<file path="src/rtl/gpio_irq_pkg.sv">
package gpio_irq_pkg;

    localparam int WORD_W   = 32;
    localparam int TRIG_W   = 3;
    localparam int TB_LEVEL = 0;
    localparam int TB_RISE  = 1;
    localparam int TB_FALL  = 2;

    typedef enum logic {
        ST_IDLE = 1'b0,
        ST_PEND = 1'b1
    } pad_state_e;

endpackage

</file>
<file path="src/rtl/gpio_irq_sync.sv">
module gpio_irq_sync #(
    parameter int WIDTH = 8
) (
    input  logic             clk,
    input  logic             rst_n,
    input  logic [WIDTH-1:0] async_i,
    output logic [WIDTH-1:0] sync_o
);

    logic [WIDTH-1:0] meta_q;
    logic [WIDTH-1:0] stable_q;

    always_ff @(posedge clk or negedge rst_n) begin
        if (!rst_n) begin
            meta_q   <= '0;
            stable_q <= '0;
        end else begin
            meta_q   <= async_i;
            stable_q <= meta_q;
        end
    end

    assign sync_o = stable_q;

endmodule

</file>
<file path="src/rtl/gpio_irq_pad.sv">
module gpio_irq_pad
    import gpio_irq_pkg::*;
(
    input  logic              clk,
    input  logic              rst_n,
    input  logic              lvl_i,
    input  logic [TRIG_W-1:0] trig_i,
    input  logic              clr_i,
    output logic              pend_o
);

    pad_state_e state_q, state_d;
    logic       prev_q;
    logic       rise, fall, edge_evt, lvl_evt;

    always_ff @(posedge clk or negedge rst_n) begin
        if (!rst_n) prev_q <= 1'b0;
        else        prev_q <= lvl_i;
    end

    assign rise = lvl_i & ~prev_q;
    assign fall = ~lvl_i & prev_q;

    assign edge_evt = !trig_i[TB_LEVEL] &&
                      ((trig_i[TB_RISE] && rise) || (trig_i[TB_FALL] && fall));
    assign lvl_evt  = trig_i[TB_LEVEL] &&
                      ((trig_i[TB_RISE] && lvl_i) || (trig_i[TB_FALL] && !lvl_i));

    // state register
    always_ff @(posedge clk or negedge rst_n) begin
        if (!rst_n) state_q <= ST_IDLE;
        else        state_q <= state_d;
    end

    // next state: edge beats clear, clear beats level
    always_comb begin
        state_d = state_q;
        unique case (state_q)
            ST_IDLE: if (edge_evt || lvl_evt) state_d = ST_PEND;
            ST_PEND: if (!edge_evt && clr_i)  state_d = ST_IDLE;
        endcase
    end

    // output process
    always_comb begin
        pend_o = (state_q == ST_PEND);
    end

    assert_sticky_R9: assert property (@(posedge clk) disable iff (!rst_n)
        (pend_o && !clr_i) |=> pend_o);

    assert_set_wins_R7: assert property (@(posedge clk) disable iff (!rst_n)
        edge_evt |=> pend_o);

    assert_off_never_R2: assert property (@(posedge clk) disable iff (!rst_n)
        (trig_i[TB_RISE] == 1'b0 && trig_i[TB_FALL] == 1'b0 && !pend_o) |=> !pend_o);

    assert_clear_R6: assert property (@(posedge clk) disable iff (!rst_n)
        (pend_o && clr_i && !edge_evt) |=> !pend_o);

endmodule

</file>
<file path="src/rtl/gpio_irq_regs.sv">
module gpio_irq_regs
    import gpio_irq_pkg::*;
#(
    parameter int          NUM_PADS  = 40,
    parameter int          ADDR_W    = 12,
    parameter int unsigned STAT_BASE = 32'h800
) (
    input  logic                clk,
    input  logic                rst_n,
    input  logic                wr_en_i,
    input  logic [ADDR_W-1:0]   wr_addr_i,
    input  logic [WORD_W-1:0]   wr_data_i,
    input  logic [ADDR_W-1:0]   rd_addr_i,
    input  logic [NUM_PADS-1:0] status_i,
    output logic [NUM_PADS-1:0] clr_o,
    output logic [WORD_W-1:0]   rd_data_o
);

    localparam int NUM_WORDS = (NUM_PADS + WORD_W - 1) / WORD_W;
    localparam int PAD_SPAN  = NUM_WORDS * WORD_W;

    logic [NUM_WORDS-1:0] wr_hit;
    logic [NUM_WORDS-1:0] rd_hit;
    logic [PAD_SPAN-1:0]  status_ext;

    assign status_ext = PAD_SPAN'(status_i);

    for (genvar k = 0; k < NUM_WORDS; k++) begin : g_word
        assign wr_hit[k] = wr_en_i && (wr_addr_i == ADDR_W'(STAT_BASE + 4 * k));
        assign rd_hit[k] = (rd_addr_i == ADDR_W'(STAT_BASE + 4 * k));
    end

    for (genvar p = 0; p < NUM_PADS; p++) begin : g_clr
        assign clr_o[p] = wr_hit[p / WORD_W] && wr_data_i[p % WORD_W];
    end

    always_comb begin
        rd_data_o = '0;
        for (int k = 0; k < NUM_WORDS; k++) begin
            if (rd_hit[k]) rd_data_o = rd_data_o | status_ext[k*WORD_W +: WORD_W];
        end
    end

    assert_one_word_R5: assert property (@(posedge clk) disable iff (!rst_n)
        $onehot0(rd_hit));

    assert_stray_write_R6: assert property (@(posedge clk) disable iff (!rst_n)
        (wr_hit == '0) |-> (clr_o == '0));

endmodule

</file>
<file path="src/rtl/gpio_irq_unit.sv">
module gpio_irq_unit
    import gpio_irq_pkg::*;
#(
    parameter int          NUM_PADS  = 40,
    parameter int          ADDR_W    = 12,
    parameter int unsigned STAT_BASE = 32'h800
) (
    input  logic                       clk,
    input  logic                       rst_n,
    input  logic [NUM_PADS-1:0]        pad_i,
    input  logic [TRIG_W*NUM_PADS-1:0] trig_cfg_i,
    input  logic                       wr_en_i,
    input  logic [ADDR_W-1:0]          wr_addr_i,
    input  logic [WORD_W-1:0]          wr_data_i,
    input  logic [ADDR_W-1:0]          rd_addr_i,
    output logic [WORD_W-1:0]          rd_data_o,
    output logic                       irq_o
);

    logic [NUM_PADS-1:0] pad_sync;
    logic [NUM_PADS-1:0] status;
    logic [NUM_PADS-1:0] clr;

    gpio_irq_sync #(.WIDTH(NUM_PADS)) u_sync (
        .clk     (clk),
        .rst_n   (rst_n),
        .async_i (pad_i),
        .sync_o  (pad_sync)
    );

    for (genvar p = 0; p < NUM_PADS; p++) begin : g_pad
        gpio_irq_pad u_pad (
            .clk    (clk),
            .rst_n  (rst_n),
            .lvl_i  (pad_sync[p]),
            .trig_i (trig_cfg_i[TRIG_W*p +: TRIG_W]),
            .clr_i  (clr[p]),
            .pend_o (status[p])
        );
    end

    gpio_irq_regs #(
        .NUM_PADS  (NUM_PADS),
        .ADDR_W    (ADDR_W),
        .STAT_BASE (STAT_BASE)
    ) u_regs (
        .clk       (clk),
        .rst_n     (rst_n),
        .wr_en_i   (wr_en_i),
        .wr_addr_i (wr_addr_i),
        .wr_data_i (wr_data_i),
        .rd_addr_i (rd_addr_i),
        .status_i  (status),
        .clr_o     (clr),
        .rd_data_o (rd_data_o)
    );

    assign irq_o = |status;

    assert_irq_hold_R10: assert property (@(posedge clk) disable iff (!rst_n)
        (irq_o && !wr_en_i) |=> irq_o);

endmodule

</file>
<file path="config.mk">
export PLATFORM = sky130hd
export DESIGN_NAME = gpio_irq_unit
export DESIGN_NICKNAME = d
export VERILOG_FILES = /design/src/rtl/gpio_irq_pkg.sv /design/src/rtl/gpio_irq_sync.sv /design/src/rtl/gpio_irq_pad.sv /design/src/rtl/gpio_irq_regs.sv /design/src/rtl/gpio_irq_unit.sv
export SDC_FILE = /design/constraint.sdc
export NUM_CORES = 1
export LEC_CHECK = 0
export BUFFER_PORTS_ARGS = -buffer_cell sky130_fd_sc_hd__buf_2
export CORE_ASPECT_RATIO = 1.4
export CORE_UTILIZATION = 49
export DETAILED_ROUTE_END_ITERATION = 7
export HOLD_SLACK_MARGIN = 0.12
export PLACE_DENSITY = 0.87
export SETUP_SLACK_MARGIN = 0.02
export SLEW_MARGIN = 20
export SYNTH_ARGS = -nofsm -noshare
export SYNTH_HDL_FRONTEND = slang
export SYNTH_SLANG_ARGS = --single-unit
</file>
<file path="constraint.sdc">
create_clock -name clk -period 1.6 [get_ports clk]
set_clock_uncertainty 0.2 [all_clocks]
set_input_delay 0.08 -clock clk [delete_from_list [all_inputs] [get_ports clk]]
set_output_delay 0.08 -clock clk [all_outputs]
set_load 0.005 [all_outputs]
</file>
==> run summary, run 1 <==
Seq cells post-synth = 160
Clock Sinks = 160
Die Wd = 101 µm
Synth area leaders = dfrtp_1 (60%), nand3b_1 (6.3%), mux2i_1 (5.4%)
Mapped Cells = 558
Post CTS Setup Buffer Count = 7
Seq/Total Area, Yosys = 59.9%
Clk buf depth = 2
Post-Syn Area = 0.00669 mm²
Mean post-synth cell area = 12.0 µm²
IO buf count = 251
Error msg = [ERROR RSZ-0060] Max buffer count reached.
CTS H-tree lvls = 4
Dominant cell type by area after synthesis = dfrtp_1
Distinct cells, synth = 27
Die H = 140 µm
Post-DP HPWL = 13.5 mm
Synth Flop Type = dfrtp_1
Synth Net Count = 777
Initial cell density of the core = 50.2%
CTS Buf Count = 17
Hold-fix buffers at CTS = 215
Post-synth top area share = 59.9%
Syn. warnings = 0
Routability cong. = 0.820
I/O pins = 252
Outcome = did not finish
Post-CTS Resized = 32
Most frequent cells after synthesis = dfrtp_1 (160), nand3b_1 (56), nand2b_1 (40)
Failed at = clock tree synthesis (4_1_cts)
Post-synth EDFFs = 0
Root Buffer = clkbuf_16
Most numerous cell in the Yosys netlist = dfrtp_1
FP Rows = 50
Asr flop ratio synth = 100%
logic make-up after synthesis:
| logic type | synth area share, % |
|---|---|
| mux | 5.39 |
| buf+inv | 2.66 |
| flops | 59.9 |
| compound gates | 13.5 |
| simple gates | 18.5 |
metrics by stage:
stage	hold WS, ps	setup slack (ps)	cells	cell area (µm²)
after floorplan	-416	-288	558	6700
after global placement	-194	-468	1033	8580
after detailed placement	-196	-504	1033	8580
==> run 2, diff against run 1 <==
- CORE_ASPECT_RATIO: 1.4 -> not set
- CORE_UTILIZATION: 49 -> 37
- HOLD_SLACK_MARGIN: 0.12 -> not set
- PLACE_DENSITY: 0.87 -> not set
- PLACE_DENSITY_LB_ADDON: not set -> 0.15
- SETUP_SLACK_MARGIN: 0.02 -> not set
==> run summary, run 2 <==
Min-Delay Path Depth = 4
Hold_sp = wr_addr_i[0]
Most numerous cell in the Yosys netlist = dfrtp_1
Synth Net Count = 777
Root Buffer = clkbuf_16
Syn. warnings = 0
Post-DP HPWL = 14.2 mm
FP Rows = 48
Vias = 6676
FF-to-FF End = g_pad[2].u_pad.pend_o
Number of global-route vias before repair = 7161
Max FO, Critical Path = 2
Distinct cells, synth = 27
Seq cells post-synth = 160
Most frequent cells in the layout = buf_2 (244), dlygate4sd3_1 (194), dfrtp_1 (159), nand3b_1 (56), nand2b_1 (40)
CTS Buf Count = 17
Clk buf depth = 2
Die H = 136 µm
TritonCTS clock tree = done
Worst skew pair latency = 420 ps
Total Routed Length = 23.1 mm
IO buf count = 251
Final #Nets = 1295
Max frequency = 455 MHz
End of the worst hold path = g_pad[9].u_pad.pend_o
Die area = 0.0186 mm²
Startpoint Class = flip-flop
Most frequent cells after synthesis = dfrtp_1 (160), nand3b_1 (56), nand2b_1 (40)
Gr usage total = 25.0%
Layout cells sized above 1 = 35.4%
Post-synth top area share = 59.9%
Final core utilization = 66.5%
Max IR drop VDD = 0.000666 V
Slew Limit Fails = 0
Initial detailed-routing violation count = 298
Worst Slack Setup Final = -599 ps
Dominant cell type by area after synthesis = dfrtp_1
Placed cells = 1078
Area Overhead vs Synth = 73.7%
Post-synth EDFFs = 0
Post-synthesis xor/xnor area fraction = 0%
Synth area leaders = dfrtp_1 (60%), nand3b_1 (6.3%), mux2i_1 (5.4%)
Slew HR = 70.3%
Synth Area in Simple Gates = 18.5%
Mux contribution to synthesized area = 5.39%
Depth of the most critical reg-to-reg path = 5
Mapped Cells = 558
DRC Markers = 0
Diodes inserted = 0
Worst Hold Class = in2reg
Outcome = complete, but fails checks
Failing checks = negative setup slack
Leakage power = 0.00531 µW
Max Cap Viol = 0
CP Class = reg2out
WL/cell = 17.6 µm
Seq/Total Area, Yosys = 59.9%
Compound-gate portion of the synthesized area = 13.5%
Largest net degree at the start of global routing = 49
PD cells = 794 mW/mm²
WP data required = 1320 ps
Clock Sinks = 160
Via density = 5.08
Final Hold Viols = 0
Synth Flop Type = dfrtp_1
Number of antenna-violating nets in the routed design = 0
Adder-cell area share of the yosys netlist = 0%
Ratio of final minimum period to clock period = 137%
Final setup fails = 25
Routability cong. = 0.832
Initial antenna violation count = 0
RSZ-0062 raised after global routing = true
Commonest non-fill, non-tap cell in the layout = buf_2
I/O pins = 252
Drt pass-1 iters = 4
Post-Syn Area = 0.00669 mm²
Mean post-synth cell area = 12.0 µm²
Tightest Pin Transition = 441 ps
Reg-to-reg slack, setup = 280 ps
Arr. time, crit path = 1920 ps
Worst-path clk slew = 70 ps
Largest family of logic cells by synthesized area = simple AND/OR/NAND/NOR gates
First-pass GRT wire length = 34.8 mm
Initial cell density of the core = 38.3%
FF-to-FF Start = g_pad[2].u_pad.pend_o
Tmin final = 2200 ps
Final non-filler cell total = 1314
Die Wd = 136 µm
Asr flop ratio synth = 100%
Worst setup EP type = primary output
Total gr overflow = 0
Floorplan Core Area = 0.0175 mm²
CTS H-tree lvls = 4
run 2: worst max-delay path, stage by stage, from the launching register on:
cell and delay (ps):
dfrtp_1 410, nor4_4 310, buf_4 150, nand4_1 110, or3_1 380, buf_2 150
run 2: cells by family (layout without fill, tap and decap cells):
group	after synthesis	count (layout)
AO/OA/AOI/OAI	132	132
buffers and inverters	43	571
flip-flops	160	160
multiplexers	36	36
AND/OR/NAND/NOR	187	190
run 2: worst max path at each step:
stage	start	end	slack, ps	depth (start not counted)
after global routing	g_pad[29].u_pad.pend_o	irq_o	-720	5
after floorplan	wr_addr_i[10]	g_pad[0].u_pad.pend_o	-290	4
final	g_pad[12].u_pad.pend_o	irq_o	-600	5
after global placement	wr_addr_i[10]	g_pad[27].u_pad.pend_o	-500	4
after detailed placement	wr_addr_i[10]	g_pad[28].u_pad.pend_o	-550	4
after CTS	g_pad[12].u_pad.pend_o	irq_o	-650	5
run 2: power breakdown:
group	switching, µW	total (µW)	internal [µW]
clock	1780	3830	2050
sequential	93.8	4290	4200
combinational	422	1100	676
total	2300	9220	6920
run 2: metrics by stage:
stage / instance area, µm² / TNS [ps] / hold WS, ps / setup slack [ps] / total power, µW
CTS: 11400 / -1540 / 2.98 / -654 / 9250
finish: 11600 / -1020 / 33.5 / -599 / 9220
global placement: 8650 / -16200 / -208 / -504 / 5010
floorplan: 6700 / -7970 / -416 / -288 / 4550
detailed placement: 8650 / -17610 / -209 / -553 / 5040
global route: 11600 / -1540 / 27.0 / -722 / 9580
run 2: what timing repair did:
action | CTS | global route
hold endpoints to repair | 240 | 0
setup buffers | 3 | 5
cloned | 4 | 1
hold buffers | 195 | 0
resized for setup | 29 | 45
pin swaps | 15 | 10
endpoints found under the setup margin | 37 | 55
run 2: per-layer routing:
| layer | vias up | global-route usage (%) | part of all wire (%) |
|---|---|---|---|
| li1 | 3112 | - | - |
| met1 | 3262 | 28.9 | 40 |
| met2 | 240 | 44.1 | 52 |
| met3 | 62 | 5.63 | 5.7 |
| met4 | 0 | 10.7 | 2.9 |
| met5 | - | 0 | 0 |
run 2: cell type report:
| cell class | instances | area, µm² |
|---|---|---|
| fillers | 1273 | 5860 |
| flip-flops and latches | 160 | 4010 |
| repair buffers | 510 | 3890 |
| multi-input cells | 358 | 2780 |
| clock buffers | 18 | 429 |
| well taps | 225 | 282 |
| clock inverters | 14 | 123 |
| inverters | 29 | 109 |
No activity file was read; power rests on OpenSTA's default activity.
